<file path="src/rtl/irq_flag_pkg.sv">
// Shared constants for the interrupt flag status block.
// Source index i maps to status bit FLAG_LSB+i and enable bit i.
package irq_flag_pkg;
    localparam int NUM_SRC  = 3;
    localparam int SRC_UPD  = 0;
    localparam int SRC_ALM  = 1;
    localparam int SRC_PER  = 2;
    localparam int CTL_W    = NUM_SRC + 1;   // plus square-wave enable
    localparam int STAT_W   = 8;
    localparam int FLAG_LSB = 4;
    localparam int SUM_BIT  = STAT_W - 1;
endpackage

</file>
<file path="src/rtl/irq_flag_cell.sv">
// One sticky event flag with a parking bit for events that arrive during
// a status read. Assumes rd_done is a one-cycle pulse after rd_busy falls.
module irq_flag_cell (
    input  logic clk,
    input  logic rst_n,
    input  logic evt,
    input  logic rd_busy,
    input  logic rd_done,
    input  logic clr_seen,
    output logic flag
);
    logic park_q;

    // Set, park or retire the flag according to the read phase.
    always_ff @(posedge clk) begin
        if (!rst_n) begin
            flag   <= 1'b0;
            park_q <= 1'b0;
        end else if (rd_busy) begin
            if (evt) park_q <= 1'b1;
        end else if (rd_done) begin
            flag   <= (flag & ~clr_seen) | park_q | evt;
            park_q <= 1'b0;
        end else if (evt) begin
            flag <= 1'b1;
        end
    end
endmodule

</file>
<file path="src/rtl/irq_enable_reg.sv">
// Interrupt and square-wave enable bits. Reset clears all of them; a
// SET-rise pulse clears only the update enable and wins over a write.
module irq_enable_reg
    import irq_flag_pkg::*;
(
    input  logic              clk,
    input  logic              rst_n,
    input  logic              we,
    input  logic [CTL_W-1:0]  wdata,
    input  logic              set_rise,
    output logic [CTL_W-1:0]  q
);
    // Load written enables, then apply the SET-rise clear.
    always_ff @(posedge clk) begin
        if (!rst_n) begin
            q <= '0;
        end else begin
            if (we)       q          <= wdata;
            if (set_rise) q[SRC_UPD] <= 1'b0;
        end
    end
endmodule

</file>
<file path="src/rtl/irq_status_snap.sv">
// Status image register: follows the live byte while idle and freezes
// while a read is held, giving software a stable view.
module irq_status_snap
    import irq_flag_pkg::*;
(
    input  logic              clk,
    input  logic              rst_n,
    input  logic              hold,
    input  logic [STAT_W-1:0] live,
    output logic [STAT_W-1:0] q
);
    // Track the live byte unless a read is in progress.
    always_ff @(posedge clk) begin
        if (!rst_n)     q <= '0;
        else if (!hold) q <= live;
    end
endmodule

</file>
<file path="src/rtl/irq_flag_status.sv">
// Interrupt flag status register: sticky flags per event source, enable
// gating into a summary request and a read-to-clear status image.
// Assumes event pulses are one cycle wide and rd_stat is held for a read.
module irq_flag_status
    import irq_flag_pkg::*;
(
    input  logic              clk,
    input  logic              rst_n,
    input  logic              evt_upd,
    input  logic              evt_alm,
    input  logic              evt_per,
    input  logic              rd_stat,
    input  logic              set_rise,
    input  logic              ctl_we,
    input  logic [CTL_W-1:0]  ctl_wdata,
    input  logic              batt_good,
    output logic [STAT_W-1:0] stat_byte,
    output logic [STAT_W-1:0] health_byte,
    output logic [CTL_W-1:0]  ctl_q,
    output logic              irq_drive_low
);
    logic [NUM_SRC-1:0] evt_vec;
    logic [NUM_SRC-1:0] flags;
    logic [NUM_SRC-1:0] seen;
    logic [STAT_W-1:0]  live_byte;
    logic               rd_q;
    logic               rd_done;
    logic               summary;

    assign evt_vec[SRC_UPD] = evt_upd;
    assign evt_vec[SRC_ALM] = evt_alm;
    assign evt_vec[SRC_PER] = evt_per;

    // Remember the read strobe to find the end of a read.
    always_ff @(posedge clk) begin
        if (!rst_n) rd_q <= 1'b0;
        else        rd_q <= rd_stat;
    end
    assign rd_done = rd_q & ~rd_stat;

    assign seen = stat_byte[FLAG_LSB +: NUM_SRC];

    for (genvar i = 0; i < NUM_SRC; i++) begin : g_src
        irq_flag_cell u_cell (
            .clk      (clk),
            .rst_n    (rst_n),
            .evt      (evt_vec[i]),
            .rd_busy  (rd_stat),
            .rd_done  (rd_done),
            .clr_seen (seen[i]),
            .flag     (flags[i])
        );
    end

    irq_enable_reg u_en (
        .clk      (clk),
        .rst_n    (rst_n),
        .we       (ctl_we),
        .wdata    (ctl_wdata),
        .set_rise (set_rise),
        .q        (ctl_q)
    );

    // Summary request from flags gated by their enables.
    always_comb begin
        summary = |(flags & ctl_q[NUM_SRC-1:0]);
        live_byte = '0;
        live_byte[SUM_BIT] = summary;
        live_byte[FLAG_LSB +: NUM_SRC] = flags;
    end

    irq_status_snap u_snap (
        .clk   (clk),
        .rst_n (rst_n),
        .hold  (rd_stat),
        .live  (live_byte),
        .q     (stat_byte)
    );

    assign irq_drive_low = summary;
    assign health_byte   = {batt_good, {(STAT_W-1){1'b0}}};
endmodule

</file>
<file path="config.mk">
export PLATFORM = sky130hd
export DESIGN_NAME = irq_flag_status
export DESIGN_NICKNAME = d
export VERILOG_FILES = /design/src/rtl/irq_flag_pkg.sv /design/src/rtl/irq_flag_cell.sv /design/src/rtl/irq_enable_reg.sv /design/src/rtl/irq_status_snap.sv /design/src/rtl/irq_flag_status.sv
export SDC_FILE = /design/constraint.sdc
export NUM_CORES = 1
export LEC_CHECK = 0
export ABC_AREA = 0
export BUFFER_PORTS_ARGS = -buffer_cell sky130_fd_sc_hd__buf_2
export CAP_MARGIN = 20
export CORE_UTILIZATION = 47
export DETAILED_ROUTE_END_ITERATION = 8
export GPL_TIMING_DRIVEN = 0
export PLACE_DENSITY = 0.81
export SYNTH_ARGS = -nofsm -noshare
export SYNTH_HDL_FRONTEND = slang
export SYNTH_SLANG_ARGS = --single-unit
export TNS_END_PERCENT = 5
</file>
<file path="constraint.sdc">
create_clock -name clk -period 1.4 [get_ports clk]
set_input_delay 0 -clock clk [delete_from_list [all_inputs] [get_ports clk]]
set_output_delay 0 -clock clk [all_outputs]
set_load 0.02 [all_outputs]
</file>
Word level (Yosys, flattened, before mapping)
Index checks and enable logic that the tools add are counted.
{"block": "totals", "ff_bits": 15, "input_bits": 13, "mem_bits_rw": 0, "elab_cells": 51, "memories": 0, "output_inout_bits": 21, "romBits": 0, "latch_bits": 0}
{"block": "classes", "n_shift": 0, "n_reduce_logical": 12, "bitwise": 16, "n_mul": 0, "n_lt_le_gt_ge": 0, "n_eq_ne": 3, "add_sub_neg": 0, "div_mod_pow": 0, "muxes": 10}
{"op": "2-bit AND reduction", "n": 6}
{"op": "1-bit two-way mux", "n": 10}
{"op": "2-bit nonzero test", "n": 4}
{"op": "2-bit != test, second input constant", "n": 3}
{"op": "1-bit OR", "n": 6}
{"op": "1-bit inverter", "n": 5}
{"op": "1-bit bitwise AND", "n": 4}
{"op": "3-bit bitwise AND", "n": 1}
{"op": "3-bit OR reduction", "n": 1}
{"op": "2-bit OR reduction", "n": 1}

Depth between registers and ports, before layout
{"block": "depth", "depth_word": 5, "mapped_depth": 3, "mapped_depth_nobuf": 3}

Cells and area by module
A second synthesis with hierarchy kept.
{"block": "hier_totals", "hier_cells": 85, "area_unflattened_um2": 859.6}
{"mod": "irq_status_snap", "instances": 1, "cells_per_inst": 25, "seq_area_each_um2": 160.2, "area_each_um2": 301.5}
{"mod": "irq_flag_cell", "instances": 3, "cells_per_inst": 11, "seq_area_each_um2": 40.0, "area_each_um2": 95.1}
{"mod": "irq_enable_reg", "instances": 1, "cells_per_inst": 13, "seq_area_each_um2": 80.1, "area_each_um2": 162.7}
{"mod": "irq_flag_status", "instances": 1, "cells_per_inst": 14, "seq_area_each_um2": 20.0, "area_each_um2": 110.1}

Least setup slack after synthesis
OpenSTA, ideal clock, no wires.
{"block": "synth_path", "kind": "register -> register", "start": "register u_en.q[0]", "end": "register u_snap.q[7]", "setup_ps": 130, "t_required_ps": 1270, "path_buffers": 0, "synth_period_minus_slack_ps": 979, "slack_ps": 421, "path_stages_with_launch": 3, "t_arrival_ps": 849, "path_cell_list": "dfxtp_1 a222oi_1 a21oi_1"}
{"block": "synth_via", "elab_chain_len": 2}
{"element": "start, declared", "line": "irq_enable_reg.sv:11", "text": "output logic [CTL_W-1:0] q"}
{"element": "start signal, assigned", "line": "irq_enable_reg.sv:18", "text": "if (we) q <= wdata;"}
{"element": "3-bit bitwise AND", "line": "irq_flag_status.sv:66", "text": "summary = |(flags & ctl_q[NUM_SRC-1:0]);"}
{"element": "3-bit OR reduction", "line": "irq_flag_status.sv:66"}
{"element": "end signal, assigned", "line": "irq_status_snap.sv:15", "text": "else if (!hold) q <= live;"}
{"element": "end, declared", "line": "irq_status_snap.sv:10", "text": "output logic [STAT_W-1:0] q"}
No other way between the ends.
A chain may end at the register's enable or synchronous reset.

Worst setup path in the final report
{"block": "layout_path", "start": "register g_src[0].u_cell.flag", "end": "output irq_drive_low"}
{"block": "layout_via", "elab_chain_len": 2}
{"element": "start, declared", "line": "irq_flag_cell.sv:10", "text": "output logic flag"}
{"element": "start signal, assigned", "line": "irq_flag_cell.sv:22", "text": "flag <= (flag & ~clr_seen) | park_q | evt;"}
{"element": "3-bit bitwise AND", "line": "irq_flag_status.sv:66"}
{"element": "3-bit OR reduction", "line": "irq_flag_status.sv:66"}
{"element": "end, declared", "line": "irq_flag_status.sv:20", "text": "output logic irq_drive_low"}
No other way between the ends.

==> metrics <==
status complete, no violations; DRT iter0 DRCs 12; number of remaining DRC errors 0; # rows 13; share of cells above drive strength 1 0.3621; # setup viols final 0; vias in the first global route 546; Final #Nets 130; grt ovf 0; vias post-DR 592; Seq cells post-synth 15; Critical R2R Launch g_src[0].u_cell.flag$_SDFFE_PN0P_; VDD IR max 833.3 uV; Post-Route WL between 1 and 1.5 mm; Worst Path Arrival 1320 ps; R2R Setup Slk between 300 and 400 ps; Final Critical Period approximately 1300 ps; Max stage delay cell, worst path dfxtp_1; synthesized cell area 730.7 sq um; vias per cell around 4.5; worst reg2reg path depth 3; Final Hold Vio Count 0; All-Layer GR Usage 0.1815; synthesized instance count 79; Final ANT Viol Nets 0; clk root buf clkbuf_4; placed insts approximately 120; reg-to-reg endpoint u_snap.q[7]$_SDFFE_PN0N_; CTS tree built; CP Launch Type flop; CTS buffer count 3; H-Tree Level Count 1; Clock Latency Late Sink ~280 ps; hold path start ctl_wdata[2]; Max Transition Viols Final 0; mean post-synth cell area a little over 9 sq um; Non-Filler Instances 131; fin util 0.6886; CP cell instances a222oi_1 > buf_4 > inv_1 > buf_2; cell family with most CP delay buffers and inverters; element type at the critical path end primary output; RSZ-0062 raised after global routing no; routability cong. approximately 0.74; fin crit share 0.9415; WP data required 1400 ps; pre-CTS setup slack 394.8 ps; CP Max Fanout 3; Die ar. 1716 sq um; HPWL reported at the end of detailed placement 1.040 mm; Die Y a little over 40 um; core area around 1400 sq um; Pwr Density between 900 and 1000 nW/um^2; clk buf depth 2; drt pass-1 iters 4; # IOs 34; largest net degree at the start of global routing 11; Port Buffer Count 20; Area Overhead vs Synth 28.77%; HP Class input pin to flop; Die W about 41 um; Hold Path End u_en.q[2]$_SDFFE_PN0P_; Worst Skew between 3 and 4 ps; global-route wire length before repair 2.401 mm; Syn. warnings 0; critical path class flop to primary output; initial antenna violation count 0; Clock transition at path regs about 90 ps; Max Fclk about 0.76 GHz; post_cts resized 0; sequential element share of the synthesized area 0.4110; peak per-stage delay on the critical path ~340 ps; wire per inst 11.08 um; Final WS setup roughly 82 ps; Hold Crit Depth 3; CP Depth 4; diode count 0; leakage 0.4861 nW; aggregate negative setup slack 0 ps; Yosys cell types 16; initial core utilization 0.5348; Max Cap Viol 0; # clock sinks 15; crit path buf inv count 3; Min Hold Slack 8.879 ps
[metrics by stage]
stage,power (W),cell area [sq um]
after detailed placement,0.0006604,887.1
final,0.0009081,940.9
after CTS,0.0009089,933.4
after global routing,0.0009544,940.9
after floorplan,0.0006143,768.2
after global placement,0.0006549,887.1
[cells in the mapped netlist (all sizes together)]
library cell   n  area share
o21ai          4       0.027
a21boi         3       0.031
a21oi          4       0.027
nor2b          6       0.051
nor3b          1       0.010
nand2          4       0.021
nand2b         3       0.026
buf           18        0.18
a222oi         1       0.014
dfxtp         15        0.41
nor2           6       0.031
o221a          3       0.046
conb           1      0.0051
mux2i          7       0.096
inv            2       0.010
and2           1      0.0086
[where the power goes]
group | internal, W | switching, W | leakage [nW]
Clock | 0.000111 | 0.000137 | 0.0150
Sequential | 0.000453 | 0.0000222 | 0.124
Combinational | 0.0000893 | 0.0000960 | 0.347
[tightest hold or removal path, stage by stage]
cell	delay, ps
buf_2	70
mux2i_1	70
nor2b_1	110
[layer usage]
metal / routed length [um] / GRT usage / vias to the layer above
met4: 12 / 0.07742 / 0
met2: 745 / 0.3313 / 20
met1: 615 / 0.1962 / 259
met5: 0 / 0 / -
li1: - / - / 311
met3: 78 / 0.04348 / 2
[placed cells by master, fill, tap and decap left out, drive strengths merged, types with 2 or more instances in the layout]
master,Yosys,routed
nor2,6,6
inv,2,2
dfxtp,15,15
a21boi,3,3
dlygate4sd3,0,2
nor2b,6,6
clkbuf,0,4
nand2b,3,3
buf,18,39
nand2,4,4
conb,1,11
o221a,3,3
o21ai,4,4
a21oi,4,4
mux2i,7,7
[state kept, by name (all words and copies together) (netlist names)]
signal	cells
g_src.u_cell.flag	3
u_snap.q	4
rd_q	1
u_en.q	4
g_src.u_cell.park_q	3
[cell families (layout without fill, tap and decap cells)]
group | count (synthesis) | count (layout) | synth area share
flops | 15 | 15 | 0.4110
mux | 7 | 7 | 0.09589
other cells | 1 | 11 | 0.005132
compound gates | 15 | 15 | 0.1455
simple gates | 21 | 21 | 0.1473
buf+inv | 20 | 47 | 0.1952
[layout make-up]
| type | instances | area [sq um] |
|---|---|---|
| plain buffers | 18 | 135.1 |
| clock buffers | 4 | 26.28 |
| fillers | 120 | 425.4 |
| inverters | 2 | 7.507 |
| multi-input cells | 54 | 325.3 |
| flip-flops and latches | 15 | 300.3 |
| well taps | 15 | 18.77 |
| repair buffers | 23 | 127.6 |
[worst max path at each step]
stage | end | from | slack [ps]
detailed placement | u_snap.q[7]$_SDFFE_PN0N_ | u_en.q[0]$_SDFFE_PP0P_ | 390
global route | irq_drive_low | g_src[0].u_cell.flag$_SDFFE_PN0P_ | 30
CTS | irq_drive_low | u_en.q[0]$_SDFFE_PP0P_ | 30
global placement | u_snap.q[7]$_SDFFE_PN0N_ | u_en.q[0]$_SDFFE_PP0P_ | 420
finish | irq_drive_low | g_src[0].u_cell.flag$_SDFFE_PN0P_ | 80
floorplan | u_snap.q[7]$_SDFFE_PN0N_ | u_en.q[0]$_SDFFE_PP0P_ | 420
[repair_timing]
action | CTS | global route
endpoints found under the hold margin | 2 | 0
hold buffers | 2 | 0
setup buffers | 0 | 1
setup endpoints to repair | 0 | 1
(Power assumes the default switching activity.)
